<file path="src/rtl/mesi_ctl_pkg.sv">
package mesi_ctl_pkg;

  typedef enum logic [1:0] {
    LS_I = 2'd0,
    LS_S = 2'd1,
    LS_E = 2'd2,
    LS_M = 2'd3
  } lineSt_e;

  typedef enum logic [1:0] {
    BC_NONE = 2'd0,
    BC_RD   = 2'd1,
    BC_RDX  = 2'd2,
    BC_WB   = 2'd3
  } busCmd_e;

  // strobes from the control FSM to the line store
  typedef struct packed {
    logic    setCpu;
    lineSt_e cpuNext;
    logic    fill;
    logic    wrData;
    logic    capRd;
    logic    setSnp;
    lineSt_e snpNext;
    logic    capFlush;
  } ctlStrb_t;

endpackage

</file>
<file path="src/rtl/mesi_line_store.sv">
module mesi_line_store
  import mesi_ctl_pkg::*;
#(
  parameter int ADDR_W    = 8,
  parameter int DATA_W    = 16,
  parameter int NUM_LINES = 4
) (
  input  logic              clk,
  input  logic              rstN,
  input  ctlStrb_t          strb,
  input  logic [ADDR_W-1:0] cpuAddr,
  input  logic [DATA_W-1:0] cpuWdata,
  input  logic              cpuWe,
  input  logic [DATA_W-1:0] busData,
  input  logic [ADDR_W-1:0] snAddr,
  output lineSt_e           cpuSt,
  output lineSt_e           vicSt,
  output logic [ADDR_W-1:0] vicAddr,
  output logic [DATA_W-1:0] lineData,
  output lineSt_e           snSt,
  output logic [DATA_W-1:0] rdData,
  output logic [DATA_W-1:0] flushData
);

  localparam int IDX_W = $clog2(NUM_LINES);
  localparam int TAG_W = ADDR_W - IDX_W;

  lineSt_e           stArr  [NUM_LINES];
  logic [TAG_W-1:0]  tagArr [NUM_LINES];
  logic [DATA_W-1:0] datArr [NUM_LINES];

  logic [IDX_W-1:0] cpuIdx, snIdx;
  logic [TAG_W-1:0] cpuTag, snTag;

  assign cpuIdx = cpuAddr[IDX_W-1:0];
  assign cpuTag = cpuAddr[ADDR_W-1:IDX_W];
  assign snIdx  = snAddr[IDX_W-1:0];
  assign snTag  = snAddr[ADDR_W-1:IDX_W];

  // a tag mismatch reads as Invalid
  assign cpuSt    = (tagArr[cpuIdx] == cpuTag) ? stArr[cpuIdx] : LS_I;
  assign snSt     = (tagArr[snIdx] == snTag) ? stArr[snIdx] : LS_I;
  assign vicSt    = stArr[cpuIdx];
  assign vicAddr  = {tagArr[cpuIdx], cpuIdx};
  assign lineData = datArr[cpuIdx];

  always_ff @(posedge clk) begin
    if (!rstN) begin
      for (int i = 0; i < NUM_LINES; i++) stArr[i] <= LS_I;
    end else begin
      if (strb.setSnp) stArr[snIdx] <= strb.snpNext;
      if (strb.setCpu) stArr[cpuIdx] <= strb.cpuNext;
    end
  end

  always_ff @(posedge clk) begin
    if (strb.fill) tagArr[cpuIdx] <= cpuTag;
    if (strb.fill || strb.wrData) datArr[cpuIdx] <= cpuWe ? cpuWdata : busData;
    if (strb.capRd) rdData <= strb.fill ? busData : datArr[cpuIdx];
    if (strb.capFlush) flushData <= datArr[snIdx];
  end

endmodule

</file>
<file path="src/rtl/mesi_ctl_fsm.sv">
module mesi_ctl_fsm
  import mesi_ctl_pkg::*;
#(
  parameter int RESP_DLY = 2
) (
  input  logic     clk,
  input  logic     rstN,
  input  logic     cpuReq,
  input  logic     cpuWe,
  input  lineSt_e  cpuSt,
  input  lineSt_e  vicSt,
  input  logic     mGnt,
  input  logic     busShared,
  input  logic     snValid,
  input  logic [1:0] snCmd,
  input  lineSt_e  snSt,
  output ctlStrb_t strb,
  output logic     cpuDone,
  output logic     mReq,
  output busCmd_e  mCmd,
  output logic     snShared,
  output logic     snFlush
);

  localparam int CNT_W = (RESP_DLY > 1) ? $clog2(RESP_DLY) : 1;
  localparam logic [CNT_W-1:0] CNT_LOAD = CNT_W'(RESP_DLY - 1);

  typedef enum logic [1:0] {F_IDLE, F_REQ, F_WAIT, F_DONE} fsm_e;

  fsm_e fsm, fsmNext;
  logic [CNT_W-1:0] waitCnt, respCnt;
  logic respPend, respShr, respFls;
  logic needBus, dirtyVictim, snMatch;
  busCmd_e reqCmd;

  assign needBus     = (cpuSt == LS_I) || (cpuWe && cpuSt == LS_S);
  assign dirtyVictim = (cpuSt == LS_I) && (vicSt == LS_M);
  assign reqCmd      = dirtyVictim ? BC_WB : (cpuWe ? BC_RDX : BC_RD);
  assign snMatch     = snValid && (snSt != LS_I) &&
                       (snCmd == BC_RD || snCmd == BC_RDX);

  assign mReq    = (fsm == F_REQ);
  assign mCmd    = mReq ? reqCmd : BC_NONE;
  assign cpuDone = (fsm == F_DONE);

  always_comb begin
    strb     = '0;
    fsmNext  = fsm;
    // snoop side
    strb.setSnp   = snMatch;
    strb.snpNext  = (snCmd == BC_RDX) ? LS_I : LS_S;
    strb.capFlush = snMatch && (snSt == LS_M);
    // processor side
    unique case (fsm)
      F_IDLE: if (cpuReq && !snValid) begin
        if (!needBus) begin
          fsmNext      = F_DONE;
          strb.capRd   = !cpuWe;
          strb.wrData  = cpuWe;
          strb.setCpu  = cpuWe;
          strb.cpuNext = LS_M;
        end else begin
          fsmNext = F_REQ;
        end
      end
      F_REQ: if (mGnt) begin
        if (reqCmd == BC_WB) begin
          fsmNext      = F_IDLE;
          strb.setCpu  = 1'b1;
          strb.cpuNext = LS_I;
        end else begin
          fsmNext = F_WAIT;
        end
      end
      F_WAIT: if (waitCnt == '0) begin
        fsmNext      = F_DONE;
        strb.fill    = 1'b1;
        strb.capRd   = !cpuWe;
        strb.setCpu  = 1'b1;
        strb.cpuNext = cpuWe ? LS_M : (busShared ? LS_S : LS_E);
      end
      F_DONE: fsmNext = F_IDLE;
      default: fsmNext = F_IDLE;
    endcase
  end

  always_ff @(posedge clk) begin
    if (!rstN) begin
      fsm     <= F_IDLE;
      waitCnt <= '0;
    end else begin
      fsm <= fsmNext;
      if (fsm == F_REQ && mGnt) waitCnt <= CNT_LOAD;
      else if (fsm == F_WAIT && waitCnt != '0) waitCnt <= waitCnt - 1'b1;
    end
  end

  // snoop response lands RESP_DLY cycles after the snooped address cycle
  always_ff @(posedge clk) begin
    if (!rstN) begin
      respPend <= 1'b0;
      respCnt  <= '0;
      respShr  <= 1'b0;
      respFls  <= 1'b0;
    end else if (snValid) begin
      respPend <= 1'b1;
      respCnt  <= CNT_LOAD;
      respShr  <= snMatch;
      respFls  <= snMatch && (snSt == LS_M);
    end else if (respPend) begin
      if (respCnt == '0) respPend <= 1'b0;
      else respCnt <= respCnt - 1'b1;
    end
  end

  assign snShared = respPend && (respCnt == '0) && respShr;
  assign snFlush  = respPend && (respCnt == '0) && respFls;

endmodule

</file>
<file path="src/rtl/mesi_snoop_cache.sv">
module mesi_snoop_cache
  import mesi_ctl_pkg::*;
#(
  parameter int ADDR_W    = 8,
  parameter int DATA_W    = 16,
  parameter int NUM_LINES = 4,
  parameter int RESP_DLY  = 2
) (
  input  logic              clk,
  input  logic              rstN,
  input  logic              cpuReq,
  input  logic              cpuWe,
  input  logic [ADDR_W-1:0] cpuAddr,
  input  logic [DATA_W-1:0] cpuWdata,
  output logic              cpuDone,
  output logic [DATA_W-1:0] cpuRdata,
  output logic              mReq,
  input  logic              mGnt,
  output logic [1:0]        mCmd,
  output logic [ADDR_W-1:0] mAddr,
  output logic [DATA_W-1:0] mWdata,
  input  logic              busShared,
  input  logic [DATA_W-1:0] busData,
  input  logic              snValid,
  input  logic [1:0]        snCmd,
  input  logic [ADDR_W-1:0] snAddr,
  output logic              snShared,
  output logic              snFlush,
  output logic [DATA_W-1:0] snFlushData
);

  ctlStrb_t          strb;
  lineSt_e           cpuSt, vicSt, snSt;
  busCmd_e           cmd;
  logic [ADDR_W-1:0] vicAddr;

  mesi_line_store #(
    .ADDR_W(ADDR_W), .DATA_W(DATA_W), .NUM_LINES(NUM_LINES)
  ) u_store (
    .clk(clk), .rstN(rstN), .strb(strb),
    .cpuAddr(cpuAddr), .cpuWdata(cpuWdata), .cpuWe(cpuWe),
    .busData(busData), .snAddr(snAddr),
    .cpuSt(cpuSt), .vicSt(vicSt), .vicAddr(vicAddr), .lineData(mWdata),
    .snSt(snSt), .rdData(cpuRdata), .flushData(snFlushData)
  );

  mesi_ctl_fsm #(.RESP_DLY(RESP_DLY)) u_ctl (
    .clk(clk), .rstN(rstN), .cpuReq(cpuReq), .cpuWe(cpuWe),
    .cpuSt(cpuSt), .vicSt(vicSt), .mGnt(mGnt), .busShared(busShared),
    .snValid(snValid), .snCmd(snCmd), .snSt(snSt), .strb(strb),
    .cpuDone(cpuDone), .mReq(mReq), .mCmd(cmd),
    .snShared(snShared), .snFlush(snFlush)
  );

  assign mCmd  = cmd;
  assign mAddr = (cmd == BC_WB) ? vicAddr : cpuAddr;

endmodule

</file>
<file path="config.mk">
export PLATFORM = sky130hd
export DESIGN_NAME = mesi_snoop_cache
export DESIGN_NICKNAME = d
export VERILOG_FILES = /design/src/rtl/mesi_ctl_pkg.sv /design/src/rtl/mesi_line_store.sv /design/src/rtl/mesi_ctl_fsm.sv /design/src/rtl/mesi_snoop_cache.sv
export SDC_FILE = /design/constraint.sdc
export NUM_CORES = 1
export LEC_CHECK = 0
export BUFFER_PORTS_ARGS = -buffer_cell sky130_fd_sc_hd__buf_4
export CAP_MARGIN = 20
export CORE_MARGIN = 4
export CORE_UTILIZATION = 60
export CTS_BUF_LIST = sky130_fd_sc_hd__clkbuf_4 sky130_fd_sc_hd__clkbuf_8 sky130_fd_sc_hd__clkbuf_16
export DETAILED_ROUTE_END_ITERATION = 10
export PLACE_DENSITY = 0.86
export SLEW_MARGIN = 30
export SYNTH_ARGS = -nofsm -noshare
export SYNTH_HDL_FRONTEND = slang
export SYNTH_SLANG_ARGS = --single-unit
</file>
<file path="constraint.sdc">
create_clock -name clk -period 9.14 [get_ports clk]
set_clock_uncertainty 0.2 [all_clocks]
set_input_delay 0.457 -clock clk [delete_from_list [all_inputs] [get_ports clk]]
set_output_delay 0.457 -clock clk [all_outputs]
set_load 0.01 [all_outputs]
</file>
After elaboration in Yosys (flattened, before gate mapping)
Memory sizes are Yosys's and may differ from the RTL's. A register that Yosys moved wholly into a read port is not among the register bits.
Index checks and enable logic that the tools add are counted.

cells by class
  add/subtract/negate cells = 2
  equality and inequality tests = 15
  multiplexer cells = 54
  bitwise operators = 1
  reductions and logical operators = 24

operators with widths
  cell                                                    count
  2-to-1 mux 2 bit                                        18
  2-to-1 mux 16 bit                                       2
  2-to-1 mux 1 bit                                        25
  == test 2 bit (second input constant)                   7
  == test 6 bit                                           2
  2-to-1 mux 3 bit                                        4
  logical AND 1 bit                                       11
  one-hot mux 3 bit (3 select lines)                      1
  2-to-1 mux 8 bit                                        1
  one-hot mux 2 bit (4 select lines)                      1
  == test 2 x 1 -> 1 bit (second input constant)          3
  nonzero test 2 bit                                      3
  logical NOT 2 bit                                       2
  2-to-1 mux 4 bit                                        1
  inequality test 2 bit (second input constant)           2
  OR reduction 2 bit                                      2
  logical OR 1 bit                                        3
  AND reduction 3 bit                                     1
  logical NOT 1 bit                                       2
  inequality test 2 x 1 -> 1 bit (second input constant)  1
  one-hot mux 1 bit (2 select lines)                      1
  subtractor 1 bit (second input constant)                2
  inverter 1 bit                                          1

storage, ports and cells
  bits in registers = 23
  memory bits (writable) = 96
  input bits = 57
  memories kept = 3

memory list
  name            depth  bits a word  rd ports  clocked after memory_dff  wr ports  line                   RTL
  u_store.datArr  4      16           2         1                         1         mesi_line_store.sv:30  logic [DATA_W-1:0] datArr [NUM_LINES];
  u_store.tagArr  4      6            2         0                         1         mesi_line_store.sv:29  logic [TAG_W-1:0] tagArr [NUM_LINES];
  u_store.stArr   4      2            2         0                         4         mesi_line_store.sv:28  lineSt_e stArr [NUM_LINES];

Longest topological paths before layout
Gate-level depths: netlist of run 1.
An unclocked memory read counts as a cell.

  word-level depth = 15
  mapped depth = 8

By module
From an unflattened synthesis of run 1, not the netlist that was laid out.

unflattened totals
  cell total of the unflattened synthesis = 398
  area total of the unflattened synthesis = 6459.9 µm²

modules (own cells, without submodules)
  module            instances  cells each  area each (µm²)  sequential area each (µm²)
  mesi_line_store   1          326         5829.3           3843.7
  mesi_ctl_fsm      1          63          534.3            140.1
  mesi_snoop_cache  1          9           96.3             0.0

Worst setup path before layout of run 1
No wires, ideal clock.

  path type = input port to flip-flop
  from = input port cpuAddr[0]
  to = memory u_store.datArr[0][0], enable pin
  setup time = 0.409 ns
  arrival time = 3.188 ns
  required time = 8.531 ns
  slack = 5.343 ns
  stages on the path = 7
  cells stage by stage = buf_2 -> mux4_2 -> xnor2_1 -> nand4_1 -> o31a_1 -> clkbuf_1 -> nor3_1

on the way
  word-level cells in the longest chain between the ends = 12
  elaborated cells on any way between the ends = 14

RTL lines
  item                            line                    RTL
  start: declaration              mesi_snoop_cache.sv:13  input logic [ADDR_W-1:0] cpuAddr,
  memory (4 x 6 bit)              --
  == test 6 bit                   mesi_line_store.sv:41   assign cpuSt = (tagArr[cpuIdx] == cpuTag) ? stArr[cpuIdx] : LS_I;
  2-to-1 mux 2 bit                mesi_line_store.sv:41
  == test 2 x 1 -> 1 bit          mesi_ctl_fsm.sv:36      assign needBus = (cpuSt == LS_I) || (cpuWe && cpuSt == LS_S);
  logical AND 1 bit               mesi_ctl_fsm.sv:36
  logical OR 1 bit                mesi_ctl_fsm.sv:36
  2-to-1 mux 2 bit                mesi_ctl_fsm.sv:56      if (!needBus) begin
  2-to-1 mux 2 bit                mesi_ctl_fsm.sv:55      F_IDLE: if (cpuReq && !snValid) begin
  2-to-1 mux 1 bit                mesi_ctl_fsm.sv:54      unique case (fsm)
  logical OR 1 bit                mesi_line_store.sv:58   if (strb.fill || strb.wrData) datArr[cpuIdx] <= cpuWe ? cpuWdata : busData;
  2-to-1 mux 1 bit (2 in series)  mesi_line_store.sv:58
  end: declaration                mesi_line_store.sv:30

Parallel ways exist; a longest one is shown, timed or not.

Worst setup path in the final report of run 1
  from = input port cpuAddr[0]
  to = output port mAddr[4]

on the way
  word-level cells in the longest chain between the ends = 9
  elaborated cells on any way between the ends = 11

RTL lines
  item                  line                    RTL
  memory (4 x 6 bit)    --
  == test 6 bit         mesi_line_store.sv:41
  2-to-1 mux 2 bit      mesi_line_store.sv:41
  logical NOT 2 bit     mesi_ctl_fsm.sv:37      assign dirtyVictim = (cpuSt == LS_I) && (vicSt == LS_M);
  logical AND 1 bit     mesi_ctl_fsm.sv:37
  2-to-1 mux 2 bit      mesi_ctl_fsm.sv:38      assign reqCmd = dirtyVictim ? BC_WB : (cpuWe ? BC_RDX : BC_RD);
  2-to-1 mux 2 bit      mesi_ctl_fsm.sv:43      assign mCmd = mReq ? reqCmd : BC_NONE;
  == test 2 bit         mesi_snoop_cache.sv:56  assign mAddr = (cmd == BC_WB) ? vicAddr : cpuAddr;
  2-to-1 mux 8 bit (*)  mesi_snoop_cache.sv:56
  end: declaration      mesi_snoop_cache.sv:20  output logic [ADDR_W-1:0] mAddr,

Every way passes the cells marked *; elsewhere a longest branch is shown, timed or not.

==> results of run 1 <==
==> cell usage after synthesis (2+ instances only) <==
cell type	count	area share
edfxtp_1	128	0.61
nand2_1	53	0.031
mux4_2	44	0.16
mux2_2	22	0.039
nor2_1	17	0.010
clkbuf_1	14	0.0083
xnor2_1	11	0.015
a21oi_1	7	0.0055
dfxtp_1	7	0.022
nor2b_1	7	0.0069
nand2b_1	6	0.0059
buf_1	5	0.0030
a21boi_0	4	0.0048
and2_1	4	0.0040
mux2i_1	4	0.0063
mux4_1	4	0.017
nor3_1	4	0.0032
or3_1	4	0.0040
buf_2	3	0.0024
inv_1	3	0.0018
o211ai_1	3	0.0036
o221ai_1	3	0.0042
and3b_1	2	0.0028
buf_4	2	0.0024
nand3_1	2	0.0016
nand3b_1	2	0.0024
nand4_1	2	0.0020
o21a_1	2	0.0024
o21ai_0	2	0.0016
or2_2	2	0.0020
==> critical path: stages <==
cell	delay [ns]
buf_4	0.48
mux4_2	0.62
xnor2_1	0.17
nand4_1	0.25
o21ai_1	0.48
mux2_2	0.40
buf_4	0.15
==> worst max-delay path by stage <==
stage / start / to / depth (start not counted)
after floorplan: cpuAddr[0] / u_store.datArr[0][0] / 7
after global placement: cpuAddr[0] / u_store.datArr[1][10] / 6
after detailed placement: cpuAddr[0] / u_store.datArr[3][10] / 6
after CTS: cpuAddr[0] / mAddr[4] / 7
after global routing: cpuAddr[0] / mAddr[4] / 7
final: cpuAddr[0] / mAddr[4] / 7
==> logic make-up after synthesis <==
group                      count (synthesis)  share of synthesized area
buffers and inverters                     28                     0.0196
muxes                                     74                      0.219
and+or+nand+nor                          111                     0.0835
xor gates and xnor gates                  12                     0.0166
AOI/OAI and AO/OA                         27                     0.0291
DFF                                      135                      0.630
adders and majority gates                  1                    0.00198
==> flip-flops by register name, indices dropped and copies added (netlist names) <==
| register | flops |
|---|---|
| u_ctl.waitCnt | 1 |
| u_ctl.respFls | 1 |
| u_ctl.fsm | 2 |
| u_store.datArr | 64 |
| u_store.tagArr | 24 |
| u_ctl.respShr | 1 |
| u_ctl.respPend | 1 |
| u_store.rdData | 16 |
| u_ctl.respCnt | 1 |
| u_store.flushData | 16 |
| u_store.stArr | 8 |
==> routing by layer <==
layer | vias up | wire [um] | GRT usage
met5 | - | 0 | 0
met4 | 0 | 269 | 0.0903
met3 | 27 | 1640 | 0.0871
met2 | 284 | 8480 | 0.459
met1 | 2105 | 5920 | 0.347
li1 | 1788 | - | -
==> area by class of cell <==
| cell class | instances | share of cell area |
|---|---|---|
| inverters | 3 | 0.00140 |
| flip-flops and latches | 135 | 0.497 |
| repair buffers | 132 | 0.127 |
| clock inverters | 10 | 0.0161 |
| well taps | 136 | 0.0212 |
| clock buffers | 22 | 0.0563 |
| multi-input cells | 225 | 0.281 |
==> power by group through the flow <==
stage          logic [uW]  registers [uW]  clock network (uW)
5_1_grt               154             696                 706
3_5_place_dp          135             707                   0
2_1_floorplan        80.4             706                   0
3_3_place_gp          132             706                   0
6_report              144             695                 670
4_1_cts               142             695                 674
==> through the flow <==
stage | worst slack (ns) | total power (uW) | util
3_5_place_dp | 5.26 | 843 | 0.710
6_report | 5.47 | 1510 | 0.781
5_1_grt | 5.23 | 1560 | 0.781
2_1_floorplan | 5.34 | 787 | -
4_1_cts | 5.44 | 1510 | 0.779
3_3_place_gp | 5.39 | 838 | 0.710
==> results.ini, run 1 <==
[placed_design]
io_buffers = 118
dp_hpwl_um = 9990
placed_cells = 619
dpl_cell_area_mm2 = 0.00730
place_congestion = 0.943

[power_and_ir_drop]
swShare = 0.213
power_frac_seq = 0.461
power.leakage_uw = 0.00289
p_sw_uw = 322
clockPowerShare = 0.444
p_per_area_mw_per_mm2 = 188
internal_power_uw = 1190
ir_drop_mv = 0.156
combPwrFrac = 0.095

[die]
initial_utilization = 0.615
rows = 37
pin_count = 119
die_x_um = 111
die_height_um = 111
dieArea_mm2 = 0.0122
core-area_mm2 = 0.0103

[clock_tree]
post_cts_buffers = 0
path_clk_slew_ns = 0.06
ctsLongestPathBuffers = 2
cts_root_buffer = clkbuf_8
cts_resized = 0
htreeDepth = 4
cts_tree = built
clk_latency_ns = 0.51
clock-sinks = 135
cts_hold_buf = 12
cts_buffers = 17

[route]
route.antenna.remaining_nets = 0
drt-initial-drc-count = 440
wl_per_cell_um = 24.6
first_pass_iters = 5
drc_errors = 0
vias = 4204
routed_wl_um = 16300
vias_per_cell = 6.34

[logic_synthesis]
syn_area_per_cell_um2 = 16.3
synth-seq-cells = 135
ys_types = 45
synth_edf_count = 128
syn_nets = 446
synth_cells = 388
async_flop_share = 0
synth_flop_cell = edfxtp_1
synth_area_mm2 = 0.00632
yosys_warnings = 0
ys_seq_area_frac = 0.630

[setup_path]
setup.worst_path.class = primary input to output port
reg2reg_to = u_store.datArr[2][12]
cp-start-kind = primary input
cp.arrival_ns = 3.01
cp_max_fo = 36
r2r_start = u_store.tagArr[0][5]
required_ns = 8.48
reg2reg_slack_ns = 5.94
end_kind = output port
worst-r2r-cell-count = 5

[final_layout]
layout.cells.non_filler = 663
layout_common_cells = 128 x edfxtp_1, 120 x buf_4, 53 x nand2_1, 44 x mux4_2, 22 x mux2_2
synthToLayoutAreaGrowth_pct = 26.9
layout-drive-gt1-share = 0.427
n_fill_cell = 573
regArea_mm2 = 0.00398
final_area_mm2 = 0.00802
layout_commonest_cell = edfxtp_1
multi_input_area_mm2 = 0.00226
layout.nets = 572
n_antenna_cell = 0

[sta]
slew_violations = 0
hold-worst-slack_ns = 0.0212
setup_viol = 0
worst_pin_slew_ns = 1.00
post-route-period-util = 0.401
maxSlewHeadroom = 0.333
timing.fmax_mhz = 273
rsz0062_at_grt = false
fin_setup_tns_ns = 0
min_period_ns = 3.67
finalHoldViolations = 0

[hold_path]
holdPathStages = 3
worstHoldStart = busData[2]
holdCritPathClass = primary input to flip-flop
min_to = u_store.rdData[2]

[global_route]
grtUsageTotal = 0.276
grt_pass1_wl_um = 25500
grt_pass1_vias = 4408
grt_overflow = 0
grt_start_max_net_pins = 37
antenna_found_initial = 0

[outcome]
run_status = finished, final reports clean

[flow_run]
cap_violations = 0

(Power assumes the default switching activity.)
==> inputs of run 2 (changes only) <==
CORE_UTILIZATION = 56   (was 60)
PLACE_DENSITY = 0.81   (was 0.86)
clock period = 3.4 ns   (was 9.14 ns; I/O delays follow)
==> results.ini, run 2 (synthesis gave the netlist of run 1 again) <==
[setup_path]
end_kind = output port
critPathMaxStageDelay_ns = 0.51
worst_path_most_repeated_cell = buf_4
cp.arrival_ns = 2.64
cpMaxStageDelayCell = mux4_2
worst-r2r-cell-count = 6
cp-start-kind = flip-flop
setup.worst_path.class = flip-flop to output port
cp_max_fo = 6
cp_cell_sequence = mux4_2, xnor2_1, nand4_1, buf_4, o21ai_1, buf_4, mux2_2, buf_4
required_ns = 3.03

[clock_tree]
clock-sinks = 135
path_clk_slew_ns = 0.06
clk_latency_ns = 0.42
post_cts_buffers = 0
ctsLongestPathBuffers = 2
cts_tree = built
cts_buffers = 17
cts_root_buffer = clkbuf_16
htreeDepth = 4

[die]
core-area_mm2 = 0.0109
die_height_um = 114
pin_count = 119
dieArea_mm2 = 0.0131
die_x_um = 114
rows = 38
initial_utilization = 0.578

[hold_path]
holdPathStages = 2
holdCritPathClass = primary input to flip-flop

[power_and_ir_drop]
ir_drop_mv = 0.381
power.leakage_uw = 0.00312
p_per_area_mw_per_mm2 = 501

[sta]
setup_viol = 0
min_period_ns = 3.01
finalHoldViolations = 0
fin_setup_tns_ns = 0
hold-worst-slack_ns = 0.0210
slew_violations = 0
timing.fmax_mhz = 333
worst_pin_slew_ns = 0.650
post-route-period-util = 0.884
rsz0062_at_grt = false
maxSlewHeadroom = 0.565

[final_layout]
layout_common_cells = 135 x buf_4, 128 x edfxtp_1, 53 x nand2_1, 44 x mux4_2, 42 x dlygate4sd3_1
final_area_mm2 = 0.00848
reg_top3 = u_store.datArr (64), u_store.tagArr (24)
layout-drive-gt1-share = 0.414
n_fill_cell = 579
synthToLayoutAreaGrowth_pct = 34.2
regMostFlops = u_store.datArr
n_antenna_cell = 0
layout.cells.non_filler = 712
layout_commonest_cell = buf_4
largest_reg_flops = 64
fin_util = 0.776
layout.nets = 617

[route]
vias_per_cell = 6.08
drt-initial-drc-count = 416
wl_per_cell_um = 22.9
routed_wl_um = 16300
route.antenna.remaining_nets = 0
vias = 4329
first_pass_iters = 5
drc_errors = 0

[global_route]
grtUsageTotal = 0.267
grt_pass1_wl_um = 25400
grt_overflow = 0
grt_start_max_net_pins = 37
antenna_found_initial = 0
grt_pass1_vias = 4558

[placed_design]
io_buffers = 118
dpl_cell_area_mm2 = 0.00743
placed_cells = 638
dp_hpwl_um = 10100
place_congestion = 0.809

[outcome]
run_status = finished, final reports clean

[flow_run]
cap_violations = 0

-- run 2: cell types whose count changed in the layout (fill, tap and decap cells not counted), sizes merged --
cell,previous run,this run
dlygate4sd3,12,42
clkinv,4,7
clkbuf,22,17
bufinv,3,5
buf,120,135
-- run 2: through the flow --
step	setup slack, ns	power (uW)
floorplan	0.130	2110
global placement	0.483	2260
detailed placement	0.387	2270
CTS	0.388	4250
global route	0.296	4390
finish	0.394	4250
-- run 2: power breakdown --
group          switching (uW)  internal, uW  total, uW  leakage (uW)
clock network             677          1290       1960      0.000297
registers                13.2          1850       1870       0.00122
logic                     201           217        417       0.00160
-- run 2: per-layer routing --
layer	share of wire	GRT usage	wire length [um]	vias to the layer above
li1	-	-	-	1879
met1	0.36	0.323	5930	2155
met2	0.52	0.455	8500	263
met3	0.090	0.0729	1470	32
met4	0.023	0.108	378	0
met5	0	0	0	-
-- run 2: path summary, 6_finish.rpt --
kind / end / startpoint / slack, ns
worst min register to register: u_ctl.respShr / u_ctl.respShr / 0.31
worst max-delay path: mAddr[3] / u_store.tagArr[3][5] / 0.39
worst min-delay path: u_store.tagArr[0][2] / cpuAddr[0] / 0.02
worst max register to register: u_store.stArr[0][0] / u_store.tagArr[1][2] / 0.44
-- run 2: worst max-delay path, delay by kind of cell (launching register included) --
family	cells	cell delay (ns)
buffers and inverters	3	0.52
XOR/XNOR	1	0.16
multiplexers	2	0.87
flip-flops	1	0.39
AO/OA/AOI/OAI	1	0.12
AND/OR/NAND/NOR	1	0.16
-- run 2: what timing repair did --
item / in CTS / in global routing
hold endpoints to repair: 119 / 0
resized for setup: 0 / 0
hold buffers: 42 / 0
-- run 2: layout make-up --
cell class              count  area [um2]  share of cell area
clock inverters            15         209              0.0246
clock buffers              17         425              0.0502
flip-flops and latches    135        3980               0.470
well taps                 140         175              0.0207
repair buffers            177        1430               0.169
multi-input cells         225        2240               0.264
inverters                   3        11.3             0.00133
==> inputs of run 3 (changes only) <==
CORE_UTILIZATION = 31   (was 56)
PLACE_DENSITY = 0.51   (was 0.81)
==> results.ini, run 3 (synthesis gave the netlist of run 1 again) <==
[sta]
rsz0062_at_grt = false
timing.fmax_mhz = 333
min_period_ns = 3.00
maxSlewHeadroom = 0.532
finalHoldViolations = 0
worst_pin_slew_ns = 0.699
fin_setup_tns_ns = 0
setup_viol = 0
slew_violations = 0
post-route-period-util = 0.883

[die]
die_height_um = 151
initial_utilization = 0.320
die_x_um = 151
pin_count = 119
dieArea_mm2 = 0.0227
rows = 51
core-area_mm2 = 0.0198

[placed_design]
place_congestion = 0.762
placed_cells = 761
dp_hpwl_um = 10900
io_buffers = 118

[global_route]
antenna_found_initial = 0
grt_pass1_wl_um = 24600
grt_overflow = 0
grtUsageTotal = 0.148
grt_pass1_vias = 4322
grt_start_max_net_pins = 31

[setup_path]
cp-start-kind = flip-flop
reg2reg_to = u_store.stArr[0][0]
end_kind = output port
cp.arrival_ns = 2.63
r2r_start = u_store.tagArr[3][2]
setup.worst_path.class = flip-flop to output port
reg2reg_slack_ns = 0.41
required_ns = 3.03
cp_max_fo = 6
worst-r2r-cell-count = 6

[final_layout]
reg_top3 = u_store.datArr (64), u_store.tagArr (24)
layout-drive-gt1-share = 0.421
synthToLayoutAreaGrowth_pct = 35.6
regMostFlops = u_store.datArr
layout.nets = 615
layout_commonest_cell = buf_4
layout_common_cells = 133 x buf_4, 128 x edfxtp_1, 53 x nand2_1, 44 x mux4_2, 42 x dlygate4sd3_1
largest_reg_flops = 64
n_antenna_cell = 0
n_fill_cell = 1804
layout.cells.non_filler = 835

[outcome]
run_status = finished, final reports clean

[clock_tree]
htreeDepth = 4
ctsLongestPathBuffers = 2
cts_buffers = 17
cts_resized = 0
cts_root_buffer = clkbuf_16
clk_latency_ns = 0.42
cts_tree = built
path_clk_slew_ns = 0.06
clock-sinks = 135

[route]
vias = 4072
drt-initial-drc-count = 191
routed_wl_um = 16400
vias_per_cell = 4.88
wl_per_cell_um = 19.7
drc_errors = 0
first_pass_iters = 4
route.antenna.remaining_nets = 0

[power_and_ir_drop]
p_per_area_mw_per_mm2 = 476
ir_drop_mv = 0.353
power.leakage_uw = 0.00309

[hold_path]
holdPathStages = 5
min_to = u_store.stArr[3][0]
worstHoldStart = busShared
holdCritPathClass = primary input to flip-flop

[flow_run]
cap_violations = 0

run 3: cell count changes in the layout (fill, tap and decap cells not counted), sizes merged:
cell and change:
buf -2, clkinv -1, clkbuf +1, bufinv -3, inv +3
run 3: critical path, cell delays in order (launching register included):
cell	delay, ns
edfxtp_1	0.38
mux4_2	0.52
xnor2_1	0.18
nand4_1	0.16
buf_4	0.18
o21ai_1	0.13
buf_4	0.18
mux2_2	0.35
buf_4	0.15
run 3: per-stage QoR:
stage | area (um2) | hold slack (ns) | power, uW | util | worst slack, ns
after CTS | 8570 | 0.125 | 4140 | 0.433 | 0.342
final | 8570 | 0.138 | 4080 | 0.433 | 0.397
after floorplan | 6330 | 0.0689 | 2110 | - | 0.130
after global placement | 7570 | 0.194 | 2280 | 0.383 | 0.445
after detailed placement | 7570 | 0.200 | 2290 | 0.383 | 0.388
after global routing | 8570 | 0.196 | 4240 | 0.433 | 0.208
run 3: worst max-delay path by stage:
stage                               end  cells past startpoint            startpoint
global route        u_store.stArr[0][0]                      6  u_store.tagArr[3][2]
finish                         mAddr[3]                      8  u_store.tagArr[3][3]
detailed placement  u_store.stArr[3][0]                      7            cpuAddr[0]
CTS                            mAddr[3]                      8  u_store.tagArr[3][3]
global placement    u_store.stArr[0][1]                      7            cpuAddr[0]
floorplan             u_store.rdData[0]                      7            cpuAddr[0]
run 3: area by class of cell:
| class | count | area, um2 | share of cell area |
|---|---|---|---|
| flip-flops and latches | 135 | 3980 | 0.465 |
| multi-input cells | 225 | 2240 | 0.262 |
| repair buffers | 175 | 1420 | 0.166 |
| clock buffers | 18 | 433 | 0.0505 |
| well taps | 265 | 332 | 0.0387 |
| clock inverters | 14 | 150 | 0.0175 |
| inverters | 3 | 11.3 | 0.00131 |
run 3: repair_timing:
action / 4_1_cts / 5_1_grt
setup buffers: 0 / 0
endpoints found under the setup margin: 0 / 0
endpoints found under the hold margin: 117 / 0
hold buffers: 42 / 0
run 3: metal layers:
metal,vias to the layer above,GRT usage,part of all wire,wire [um]
met5,-,0,0,0
met3,16,0.0308,0.049,813
met2,132,0.260,0.53,8690
met4,0,0.0521,0.016,268
li1,1870,-,-,-
met1,2054,0.181,0.41,6670
run 3: power breakdown:
group / internal [uW] / switching (uW) / total [uW]
sequential: 1850 / 11.5 / 1870
combinational: 218 / 200 / 418
clock: 1090 / 704 / 1800
total: 3160 / 916 / 4080
